--- config.mk ---
export PLATFORM = sky130hd
export DESIGN_NAME = form_skip_ctrl
export DESIGN_NICKNAME = d
export VERILOG_FILES = /design/src/rtl/form_skip_pkg.sv /design/src/rtl/fsk_chan_sense.sv /design/src/rtl/fsk_arm_latch.sv /design/src/rtl/fsk_sequencer.sv /design/src/rtl/form_skip_ctrl.sv
export SDC_FILE = /design/constraint.sdc
export NUM_CORES = 1
export LEC_CHECK = 0
export BUFFER_PORTS_ARGS = -buffer_cell sky130_fd_sc_hd__clkbuf_2
export CAP_MARGIN = 0
export CORE_AREA = 2 2 39 41
export CTS_CLUSTER_DIAMETER = 30
export DETAILED_ROUTE_END_ITERATION = 8
export DIE_AREA = 0 0 41 43
export RECOVER_POWER = 100
export SYNTH_ARGS = -nofsm -noshare
export SYNTH_HDL_FRONTEND = slang
export SYNTH_SLANG_ARGS = --single-unit
--- constraint.sdc ---
create_clock -name clk -period 1.23 [get_ports clk]
set_input_delay 0.369 -clock clk [delete_from_list [all_inputs] [get_ports clk]]
set_output_delay 0.369 -clock clk [all_outputs]
set_load 0.005 [all_outputs]
--- src/rtl/form_skip_pkg.sv ---
// Shared types for the form skip-over feed controller.
package form_skip_pkg;

    // Paper motion state: stopped, one-line advance, continuous skip.
    typedef enum logic [1:0] {
        FS_IDLE = 2'd0,
        FS_LINE = 2'd1,
        FS_SKIP = 2'd2
    } fs_state_e;

endpackage

--- src/rtl/fsk_chan_sense.sv ---
// Tape channel qualifier.
// Picks the arm and stop bits out of the carriage tape channel vector and
// passes them on only during a line-step pulse while paper is moving.
// Assumes tape_chan is valid in the same cycle as line_step.
module fsk_chan_sense #(
    parameter int NUM_CHAN = 12,
    parameter int ARM_CH   = 4,
    parameter int STOP_CH  = 5
) (
    input  logic                line_step,
    input  logic                moving,
    input  logic [NUM_CHAN-1:0] tape_chan,
    output logic                arm_seen,
    output logic                stop_seen
);
    localparam logic [NUM_CHAN-1:0] ARM_MASK  = NUM_CHAN'(1) << ARM_CH;
    localparam logic [NUM_CHAN-1:0] STOP_MASK = NUM_CHAN'(1) << STOP_CH;

    logic sample_en;

    // Channels count only on a line step during motion.
    always_comb begin
        sample_en = line_step & moving;
        arm_seen  = sample_en & (|(tape_chan & ARM_MASK));
        stop_seen = sample_en & (|(tape_chan & STOP_MASK));
    end
endmodule

--- src/rtl/fsk_arm_latch.sv ---
// Skip arm latch.
// Set by a qualified arm-channel hole, cleared by the stop hole or by a
// record that carries its own feed symbol. Clear wins over set.
module fsk_arm_latch (
    input  logic clk,
    input  logic rst_n,
    input  logic set_i,
    input  logic clr_i,
    output logic arm_q
);
    // Holds the armed condition between the form end and the next record.
    always_ff @(posedge clk) begin
        if (!rst_n)      arm_q <= 1'b0;
        else if (clr_i)  arm_q <= 1'b0;
        else if (set_i)  arm_q <= 1'b1;
    end
endmodule

--- src/rtl/fsk_sequencer.sv ---
// Paper motion sequencer.
// Accepts strobes only while stopped. It runs a one-line advance on
// read_start, and a continuous skip when an armed record arrives without a
// feed symbol. A print cycle seen while stopped marks the next advance as
// eligible for arming.
module fsk_sequencer
    import form_skip_pkg::*;
(
    input  logic clk,
    input  logic rst_n,
    input  logic read_start,
    input  logic print_done,
    input  logic rec_valid,
    input  logic rec_sym,
    input  logic line_step,
    input  logic arm_q,
    input  logic arm_seen,
    input  logic stop_seen,
    output logic arm_set,
    output logic arm_clr,
    output logic moving,
    output logic skip_active
);
    fs_state_e state_q, state_d;
    logic      pend_q, pend_d;

    // Next state, pending print flag and arm latch controls.
    always_comb begin
        state_d = state_q;
        pend_d  = pend_q;
        arm_set = 1'b0;
        arm_clr = 1'b0;
        unique case (state_q)
            FS_IDLE: begin
                if (print_done) pend_d = 1'b1;
                if (rec_valid && rec_sym) begin
                    arm_clr = 1'b1;
                end
                if (rec_valid && !rec_sym && arm_q) begin
                    state_d = FS_SKIP;
                end else if (read_start) begin
                    state_d = FS_LINE;
                end
            end
            FS_LINE: begin
                if (line_step) begin
                    arm_set = pend_q & arm_seen;
                    pend_d  = 1'b0;
                    state_d = FS_IDLE;
                end
            end
            FS_SKIP: begin
                if (stop_seen) begin
                    arm_clr = 1'b1;
                    state_d = FS_IDLE;
                end
            end
            default: state_d = FS_IDLE;
        endcase
    end

    // State and pending print registers.
    always_ff @(posedge clk) begin
        if (!rst_n) begin
            state_q <= FS_IDLE;
            pend_q  <= 1'b0;
        end else begin
            state_q <= state_d;
            pend_q  <= pend_d;
        end
    end

    // Decoded state views for the outputs and the channel qualifier.
    always_comb begin
        moving      = (state_q != FS_IDLE);
        skip_active = (state_q == FS_SKIP);
    end
endmodule

--- src/rtl/form_skip_ctrl.sv ---
// Form skip-over paper feed controller, top level.
// Ties together the channel qualifier, the arm latch and the sequencer.
// Assumes all strobes are single-cycle pulses synchronous to clk.
module form_skip_ctrl #(
    parameter int NUM_CHAN = 12,
    parameter int ARM_CH   = 4,
    parameter int STOP_CH  = 5
) (
    input  logic                clk,
    input  logic                rst_n,
    input  logic                line_step,
    input  logic [NUM_CHAN-1:0] tape_chan,
    input  logic                print_done,
    input  logic                read_start,
    input  logic                rec_valid,
    input  logic                rec_sym,
    output logic                feed_req,
    output logic                ready
);
    logic arm_seen, stop_seen;
    logic arm_set, arm_clr, arm_q;
    logic moving, skip_active;

    fsk_chan_sense #(
        .NUM_CHAN (NUM_CHAN),
        .ARM_CH   (ARM_CH),
        .STOP_CH  (STOP_CH)
    ) u_sense (
        .line_step (line_step),
        .moving    (moving),
        .tape_chan (tape_chan),
        .arm_seen  (arm_seen),
        .stop_seen (stop_seen)
    );

    fsk_arm_latch u_arm (
        .clk   (clk),
        .rst_n (rst_n),
        .set_i (arm_set),
        .clr_i (arm_clr),
        .arm_q (arm_q)
    );

    fsk_sequencer u_seq (
        .clk         (clk),
        .rst_n       (rst_n),
        .read_start  (read_start),
        .print_done  (print_done),
        .rec_valid   (rec_valid),
        .rec_sym     (rec_sym),
        .line_step   (line_step),
        .arm_q       (arm_q),
        .arm_seen    (arm_seen),
        .stop_seen   (stop_seen),
        .arm_set     (arm_set),
        .arm_clr     (arm_clr),
        .moving      (moving),
        .skip_active (skip_active)
    );

    // Port views of the motion state.
    always_comb begin
        feed_req = moving;
        ready    = !moving;
    end
endmodule

# Word level (Yosys, flattened, before mapping)
# Cells that the tools add are included.
# word_totals
in_bits	19
output_inout_bits	2
register_bits	4
wordCells	38
# classes
n_eq_ne	6
muxes	13
reduce_logical	11
bitwise_logic	5
# ops
cell	n
two-way mux 2 bit	4
two-way mux 1 bit	6
inequality test 2 bit, second input constant	3
one-hot mux 2 bit (3 select lines)	1
AND reduction 3 bit	2
AND 1 bit	4
one-hot mux 1 bit (2 select lines)	2
nonzero test 2 bit	2
logical AND 1 bit	3
inequality test 3 x 2 -> 1 bit, second input constant	1
equality test 2 x 1 -> 1 bit, second input constant	1
equality test 2 bit, second input constant	1
logical NOT 1 bit	2
logical NOT 2 bit	1
OR reduction 2 bit	1
inverter 1 bit	1

# Longest topological paths before layout
# Gate-level depths: netlist of run 1.
# logic_depth
depth_word	6
mapped_depth	3
ltp_nobuf	3

# Modules after synthesis
# Synthesis of run 1 repeated with hierarchy kept, for this count alone.
# unflattened
cells_unflattened	29
area_unflattened_um2	239.0
# by_module_without_submodules
mod	area_per_inst_um2	instances	cells_each
fsk_sequencer	186.4	1	23
fsk_arm_latch	36.3	1	3
fsk_chan_sense	12.5	1	2
form_skip_ctrl	3.8	1	1

# Least setup slack after synthesis of run 1
# Ideal clock, no wire load.
# synth_timing
path_type	flip-flop to output port
startpoint	reg u_seq.state_q[0]
endpoint	out ready
n_path_buf	0
arrival_time_ns	0.649
stages_incl_launch_ff	3
slack_ns	0.212
path_cell_list	dfxtp_1 -> or2_4 -> inv_1
# synth_via
elab_chain_len	2
# synth_lines
element	line_no	rtl
from (decl)	fsk_sequencer.sv:24	fs_state_e state_q, state_d;
from (signal assigned)	fsk_sequencer.sv:68	state_q <= state_d;
nonzero test 2 bit	fsk_sequencer.sv:75	moving = (state_q != FS_IDLE);
via feed_req	form_skip_ctrl.sv:17	output logic feed_req,
logical NOT 1 bit	form_skip_ctrl.sv:64	ready = !moving;
to (decl)	form_skip_ctrl.sv:18	output logic ready
# The timed path passes the listed nets, and every way through them passes these cells.

# Final worst setup path of run 1
# layout_timing
startpoint	reg u_seq.state_q[1]
endpoint	out ready
# layout_via
elab_chain_len	2
# layout_lines
element	line_no
nonzero test 2 bit	fsk_sequencer.sv:75
logical NOT 1 bit	form_skip_ctrl.sv:64
# Every way passes these cells.

==> results of run 1 <==
-- routing by layer --
| metal | part of all wire [%] | routed length [um] | GRT usage (%) |
|---|---|---|---|
| met2 | 42 | 216 | 8.44 |
| met5 | 0 | 0 | 0 |
| met1 | 40 | 204 | 10.2 |
| met4 | 0.78 | 4 | 10.0 |
| met3 | 17 | 89 | 3.66 |
-- per-stage QoR --
stage | hold slack, ns | worst slack, ns
2_1_floorplan | 0.452 | 0.212
5_1_grt | 0.398 | -0.125
3_3_place_gp | 0.472 | 0.165
4_1_cts | 0.379 | -0.0911
3_5_place_dp | 0.475 | 0.156
6_report | 0.379 | -0.0793
-- state kept, by name (all words and copies together), names as in the netlist --
register / cells
u_seq.state_q: 2
u_seq.pend_q: 1
u_arm.arm_q: 1
-- repair_timing --
action,in CTS,in global routing
hold endpoints to repair,0,0
resized for setup,2,0
pin swaps,1,0
setup buffers,0,0
setup endpoints to repair,2,2
-- how the worst max path moves through the flow --
stage | from | to | slack, ns
floorplan | u_seq.state_q[0]$_SDFFE_PN0P_ | ready | 0.21
global placement | u_seq.state_q[0]$_SDFFE_PN0P_ | ready | 0.17
detailed placement | u_seq.state_q[0]$_SDFFE_PN0P_ | ready | 0.16
CTS | u_seq.state_q[1]$_SDFFE_PN0P_ | ready | -0.09
global route | u_seq.state_q[1]$_SDFFE_PN0P_ | ready | -0.13
finish | u_seq.state_q[1]$_SDFFE_PN0P_ | ready | -0.08
-- report_power, final --
part	internal, uW	switching, uW
combinational	28.8	22.5
clock	109	51.1
sequential	137	3.28
total	274	76.8
-- cells by family after synthesis --
group           Yosys count
compound gates            6
simple gates             12
flops                     4
buf+inv                   2
-- critical path, cell delays in order (launching register included) --
cell	delay [ns]
dfxtp_2	0.31
or2_4	0.26
inv_2	0.05
clkbuf_2	0.09
-- cells in the final DEF (no fill, tap or decap) --
master | Yosys | routed
and4b_1 | 2 | 2
o211ai_2 | 1 | 1
o21ai_0 | 1 | 1
clkbuf_2 | 0 | 10
nand3_1 | 1 | 1
buf_4 | 0 | 1
dfxtp_1 | 4 | 3
o21bai_1 | 1 | 1
clkbuf_1 | 0 | 1
or2_4 | 1 | 1
a22oi_1 | 1 | 1
clkbuf_4 | 0 | 3
nor2b_1 | 2 | 2
nand2_1 | 1 | 1
a21oi_1 | 1 | 1
nand3b_1 | 1 | 1
inv_2 | 0 | 1
inv_1 | 2 | 1
nor2_1 | 1 | 1
nand4b_1 | 1 | 1
dfxtp_2 | 0 | 1
nor3b_1 | 1 | 1
a21boi_0 | 1 | 1
nand2b_1 | 1 | 1
-- area by class of cell --
class / count / area (um^2) / share of cell area [%]
well taps: 16 / 20.0 / 6.23
repair buffers: 12 / 61.3 / 19.1
clock buffers: 3 / 22.5 / 7.00
inverters: 2 / 7.51 / 2.33
multi-input cells: 18 / 129 / 40.1
flip-flops and latches: 4 / 81.3 / 25.3
==> impl_metrics.ini, run 1 <==
[outcome]
status = finished with violations
violations = setup timing

[finish]
nNetsFinal = 60
layout.cells.non_filler = 55
fin_util_pct = 23.2
area_growth_pct = 48.6
drive_above_1_share_pct = 46.2
design_area_um2 = 322
diodes = 0
n_fill_cell = 163

[floorplanning]
floorplan.initialDensity_pct = 15.6
io_pins = 21
design.die.area_um2 = 1760
die_w_um = 41
die_h_um = 43
rows = 14
fp.coreArea_um2 = 1380

[logic_synthesis]
synth_flop_cell = dfxtp_1
synthTopCellsByArea = dfxtp_1, and4b_1, nor2b_1, o211ai_2, nand4b_1
synth-edff-count = 0
yosysWarnings = 0
synth-adder-area-share_pct = 0
synth.yosys.seq_area_share_pct = 37.0
ys_ff_latch = 4
yosysTopAreaCell = dfxtp_1
synth_top_area_share_pct = 37.0
synth.most_common_cell = dfxtp_1
synth.mux.area_fraction_pct = 0
synth_top_family_by_area = simple AND/OR/NAND/NOR gates
yosys-top-cells-count = dfxtp_1, and4b_1, inv_1, nor2b_1
synth.distinct_cells = 18
synth-simple-area-share_pct = 38.7
syn-num-nets = 43
netlist_area_um2 = 216
synth_cells = 24
avgSynthCellArea_um2 = 9.02
synth_xor_area_share_pct = 0
synth_compound_area_share_pct = 20.8
async_flop_share_pct = 0

[clock_network]
cts.sinks = 4
numCtsBuffers = 3
postCtsHoldBufs = 0
cts.htree.levels = 1
clockBufferDepth = 2
cts.clk_slew.worst_paths_ns = 0.04
insertion_delay_ns = 0.23
cts-root-buf = clkbuf_4
tritoncts = done

[timing]
period_needed_ns = 1.31
slew_headroom_pct = 85.8
fin_tns_setup_ns = -0.132
finalHoldViolCount = 0
fin_crit_sh_pct = 106
clock_skew_ns = 0.00287
setup_violations = 2
timing.final.max_slew_violations = 0
grt_setup_unrepaired = yes
postLayoutSetupSlackWorst_ns = -0.0793
tightest_slew_ns = 0.213
clock.fmax_ghz = 0.764

[grt]
grt_pass1_vias = 223
grt_pass1_wl_um = 876
antenna_found_initial = 0
grt_max_degree = 8
overflow = 0
track_usage_pct = 8.12

[critical_path]
crit_fanout = 3
critPathArrivalTime_ns = 0.94
r2r_slack_ns = 0.26
rr_worst_depth = 4
crit_required_ns = 0.86
start_kind = register
r2r_end = u_arm.arm_q$_SDFFE_PP0P_
endpoint_kind = output port
crit_type = register to output port
r2r-start = u_seq.state_q[0]$_SDFFE_PN0P_

[drt]
drtIter0Drc = 5
ant_nets = 0
via_per_inst = 4.24
firstDrtPassIters = 4
vias = 233
finalWirelength_um = 514
detail_route.wl_per_cell_um = 9.35
drc_errors = 0

[pwr]
ir_drop_uv = 292
power.total_uw = 351
p_leak_uw = 0.000152
cellPowerDensity_nw_per_um2 = 1090

[placement]
placed_cells = 52
io_buffers = 10
place_hpwl_um = 418
dpl_cell_area_um2 = 302
gp_congestion = 0.765

[worst_hold_path]
hp-class = input pin to register
worstHoldStart = tape_chan[4]
min_to = u_arm.arm_q$_SDFFE_PP0P_
hold_depth = 3

[flow_run]
cap_violations = 0
No activity file was read; power rests on OpenSTA's default activity.
==> inputs of run 2 (changes only) <==
Settings changed: CELL_PAD_IN_SITES_DETAIL_PLACEMENT set to 1, CELL_PAD_IN_SITES_GLOBAL_PLACEMENT set to 2, CORE_AREA 2 2 39 41 to not set, CORE_UTILIZATION set to 15, DIE_AREA 0 0 41 43 to not set, PLACE_DENSITY_LB_ADDON set to 0.1.
==> impl_metrics.ini, run 2 (synthesized netlist as in run 1, its figures left out) <==
[finish]
nNetsFinal = 61
area_growth_pct = 51.4
drive_above_1_share_pct = 47.5
final_cell_mix = clkbuf_2, clkbuf_4, dfxtp_1
layout_commonest_cell = clkbuf_2
top_register = u_seq.state_q
diodes = 0
design_area_um2 = 328
fin_util_pct = 24.9
top_regs = u_seq.state_q: 2 flops, u_arm.arm_q: 1 flops, u_seq.pend_q: 1 flops
largest_reg_flops = 2

[placement]
gp_congestion = 0.657
dpl_cell_area_um2 = 300
io_buffers = 10

[clock_network]
cts.clk_slew.worst_paths_ns = 0.04
cts.htree.levels = 1
cts-root-buf = clkbuf_4
clockBufferDepth = 2
cts.sinks = 4
numCtsBuffers = 3
tritoncts = done
postCtsHoldBufs = 0
insertion_delay_ns = 0.23

[timing]
finalHoldViolCount = 0
grt_setup_unrepaired = yes
fin_crit_sh_pct = 105
setup_violations = 2
clock.fmax_ghz = 0.774
timing.final.max_slew_violations = 0
slew_headroom_pct = 85.9
fin_tns_setup_ns = -0.101
period_needed_ns = 1.29
tightest_slew_ns = 0.212
clock_skew_ns = 0.00449
postLayoutSetupSlackWorst_ns = -0.0627

[drt]
drc_errors = 0
firstDrtPassIters = 2
finalWirelength_um = 586
drtIter0Drc = 1
ant_nets = 0
vias = 234
via_per_inst = 4.25
detail_route.wl_per_cell_um = 10.7

[critical_path]
endpoint_kind = output port
worst-path-buf-inv = 2
critPathArrivalTime_ns = 0.92
cp_cell_sequence = or2_4 > inv_2 > clkbuf_2
start_kind = register
cp_top_family = flip-flops
crit_type = register to output port
crit_slowest_cell = dfxtp_2
cpPeakStageDelay_ns = 0.31
crit_fanout = 3
crit_required_ns = 0.86

[floorplanning]
io_pins = 21
rows = 13
die_h_um = 40.0
fp.coreArea_um2 = 1320
design.die.area_um2 = 1600
die_w_um = 40.0
floorplan.initialDensity_pct = 16.4

[pwr]
cellPowerDensity_nw_per_um2 = 1090
p_leak_uw = 0.000157
ir_drop_uv = 300

[worst_hold_path]
hp-class = input pin to register

[grt]
grt_pass1_vias = 235
antenna_found_initial = 0
overflow = 0
track_usage_pct = 10.0
grt_pass1_wl_um = 924
grt_max_degree = 8

[flow_run]
cap_violations = 0

[outcome]
status = finished with violations
violations = setup timing
run 2: cell types whose count changed in the layout (fill, tap and decap cells not counted):
cell   previous run  this run
buf_4             1         2
run 2: routing by layer:
layer	GRT usage (%)	part of all wire, %	up-vias	wire length (um)
li1	-	-	121	-
met1	10.3	47	106	275
met4	12.9	0	0	0
met3	5.00	6.3	0	37
met2	12.9	47	7	273
met5	0	0	-	0
run 2: power breakdown:
group	internal (uW)	switching, uW	total, uW	leakage, uW
registers	137	3.58	140	0.0000333
logic	31.6	23.8	55.4	0.000110
clock network	109	53.1	162	0.0000138
total	277	80.5	358	0.000157
run 2: layout make-up:
| class | instances | area (um^2) |
|---|---|---|
| fill | 166 | 990 |
| multi-input combinational | 18 | 129 |
| sequential | 4 | 81.3 |
| timing repair buffer | 13 | 68.8 |
| clock buffer | 3 | 22.5 |
| tap | 15 | 18.8 |
| inverter | 2 | 7.51 |
run 2: final timing paths:
kind / start / to / slack [ns] / cells after the start
setup reg to reg: u_seq.state_q[1]$_SDFFE_PN0P_ / u_arm.arm_q$_SDFFE_PP0P_ / 0.24 / 4
hold / removal: tape_chan[4] / u_arm.arm_q$_SDFFE_PP0P_ / 0.39 / 3
hold reg to reg: u_arm.arm_q$_SDFFE_PP0P_ / u_arm.arm_q$_SDFFE_PP0P_ / 0.51 / 2
setup / recovery: u_seq.state_q[1]$_SDFFE_PN0P_ / ready / -0.06 / 3
run 2: stage by stage:
stage | total power (uW) | hold slack (ns) | instances | setup slack [ns]
floorplan | 167 | 0.452 | 24 | 0.212
global placement | 195 | 0.488 | 51 | 0.160
detailed placement | 196 | 0.505 | 51 | 0.159
CTS | 372 | 0.391 | 55 | -0.0802
global route | 390 | 0.399 | 55 | -0.111
finish | 358 | 0.393 | 55 | -0.0627
run 2: worst register-to-register path, stage by stage, from the launching register on:
cell      delay [ns]
dfxtp_2         0.31
or2_4           0.25
buf_4           0.14
o211ai_2        0.14
nor2_1          0.05
run 2: what timing repair did:
item,CTS,global route
pin swaps,1,0
buffers inserted,1,0
endpoints found under the setup margin,2,2
resized for setup,2,0
==> inputs of run 3 (changes only) <==
Settings changed: CORE_UTILIZATION 15 to 16.
Clock period 1.23 ns to 1.6 ns, I/O delays scaled along.
==> impl_metrics.ini, run 3 (synthesized netlist as in run 1, its figures left out) <==
[timing]
finalHoldViolCount = 0
timing.final.max_slew_violations = 0
slew_headroom_pct = 82.2
grt_setup_unrepaired = no
tightest_slew_ns = 0.266
period_needed_ns = 1.51
fin_tns_setup_ns = 0
clock_skew_ns = 0.000853
fin_crit_sh_pct = 94.6
setup_violations = 0
clock.fmax_ghz = 0.660

[clock_network]
clockBufferDepth = 2
cts.htree.levels = 1
cts.clk_slew.worst_paths_ns = 0.04
numCtsBuffers = 3
tritoncts = done
cts-resized-gates = 0
postCtsSetupBuffers = 0
cts-root-buf = clkbuf_4
postCtsHoldBufs = 0
insertion_delay_ns = 0.24
cts.sinks = 4

[pwr]
switchingPower_uw = 68.0
seqPwrFrac_pct = 39.4
p_int_uw = 211
p_leak_uw = 0.000144
ir_drop_uv = 263
pwr-share-comb_pct = 12.8
cellPowerDensity_nw_per_um2 = 909
switching_share_pct = 24.4
p_clk_share_pct = 47.8

[floorplanning]
rows = 12
die_h_um = 38.8
die_w_um = 38.8
fp.coreArea_um2 = 1190
floorplan.initialDensity_pct = 18.2
io_pins = 21
design.die.area_um2 = 1500

[finish]
final_cell_mix = clkbuf_2, dfxtp_1, clkbuf_4
n_fill_cell = 147
area_growth_pct = 41.6
layout_commonest_cell = clkbuf_2
nNetsFinal = 58
diodes = 0
top_register = u_seq.state_q
largest_reg_flops = 2
top_regs = u_seq.state_q: 2 flops, u_arm.arm_q: 1 flops, u_seq.pend_q: 1 flops
layout.cells.non_filler = 51
drive_above_1_share_pct = 40.5

[critical_path]
start_kind = register
r2r-start = u_seq.state_q[1]$_SDFFE_PN0P_
rr_worst_depth = 3
r2r_slack_ns = 0.60
crit_type = register to output port
r2r_end = u_arm.arm_q$_SDFFE_PP0P_
critPathArrivalTime_ns = 1.03
endpoint_kind = output port
crit_required_ns = 1.12
crit_fanout = 8

[grt]
grt_pass1_wl_um = 931
grt_max_degree = 9
overflow = 0
antenna_found_initial = 0
track_usage_pct = 10.0
grt_pass1_vias = 241

[worst_hold_path]
hp-class = register to register
min_to = u_arm.arm_q$_SDFFE_PP0P_
hold_depth = 2
worstHoldStart = u_arm.arm_q$_SDFFE_PP0P_

[drt]
via_per_inst = 4.39
ant_nets = 0
drtIter0Drc = 3
drc_errors = 0
vias = 224
finalWirelength_um = 576
firstDrtPassIters = 3
detail_route.wl_per_cell_um = 11.3

[placement]
io_buffers = 10
placed_cells = 48
place_hpwl_um = 448
gp_congestion = 0.681

[outcome]
status = completed

[flow_run]
cap_violations = 0
[run 3: cell count changes in the layout (fill, tap and decap cells not counted)]
cell / change
inv_1: +1
inv_2: -1
dfxtp_2: -1
clkbuf_1: -1
dfxtp_1: +1
buf_4: -2
[run 3: worst max-delay path by stage]
stage,startpoint,endpoint,slack [ns],depth (start not counted)
2_1_floorplan,u_seq.state_q[0]$_SDFFE_PN0P_,ready,0.47,2
3_3_place_gp,u_seq.state_q[0]$_SDFFE_PN0P_,ready,0.35,3
3_5_place_dp,u_seq.state_q[1]$_SDFFE_PN0P_,ready,0.34,3
4_1_cts,u_seq.state_q[1]$_SDFFE_PN0P_,ready,0.08,3
5_1_grt,u_seq.state_q[1]$_SDFFE_PN0P_,ready,0.03,3
6_report,u_seq.state_q[1]$_SDFFE_PN0P_,ready,0.09,3
[run 3: cell type report]
class | instances | area, um^2 | share of cell area, %
Clock buffer | 3 | 22.5 | 7.35
Inverter | 2 | 7.51 | 2.45
Multi-Input combinational cell | 18 | 129 | 42.0
Sequential cell | 4 | 80.1 | 26.1
Tap cell | 14 | 17.5 | 5.71
Timing Repair Buffer | 10 | 50.0 | 16.3
[run 3: worst max-delay path: stages (launching register included)]
cell	delay [ns]
dfxtp_1	0.38
or2_4	0.27
inv_1	0.05
clkbuf_2	0.10
[run 3: stage by stage]
step | setup slack [ns] | util, % | cell area (um^2) | hold WS, ns | total power, uW
floorplan | 0.471 | - | 216 | 0.452 | 128
global placement | 0.349 | 23.9 | 284 | 0.466 | 146
detailed placement | 0.342 | 23.9 | 284 | 0.484 | 148
CTS | 0.0774 | 25.8 | 307 | 0.491 | 285
global route | 0.0268 | 25.8 | 307 | 0.505 | 294
finish | 0.0857 | 25.8 | 307 | 0.489 | 279
[run 3: power groups by stage]
| stage | clock [uW] | sequential (uW) | combinational, uW |
|---|---|---|---|
| after floorplan | 0 | 110 | 18.6 |
| after global placement | 0 | 111 | 35.2 |
| after detailed placement | 0 | 111 | 36.5 |
| after CTS | 139 | 110 | 36.6 |
| after global routing | 143 | 111 | 40.3 |
| final | 133 | 110 | 35.8 |
[run 3: layer usage]
metal	share of wire [%]	GRT usage (%)	vias up	wire length, um
met5	0	0	-	0
met4	0	7.76	0	0
met3	7.6	5.20	0	44
met2	43	15.0	11	250
met1	49	10.4	97	282
li1	-	-	116	-
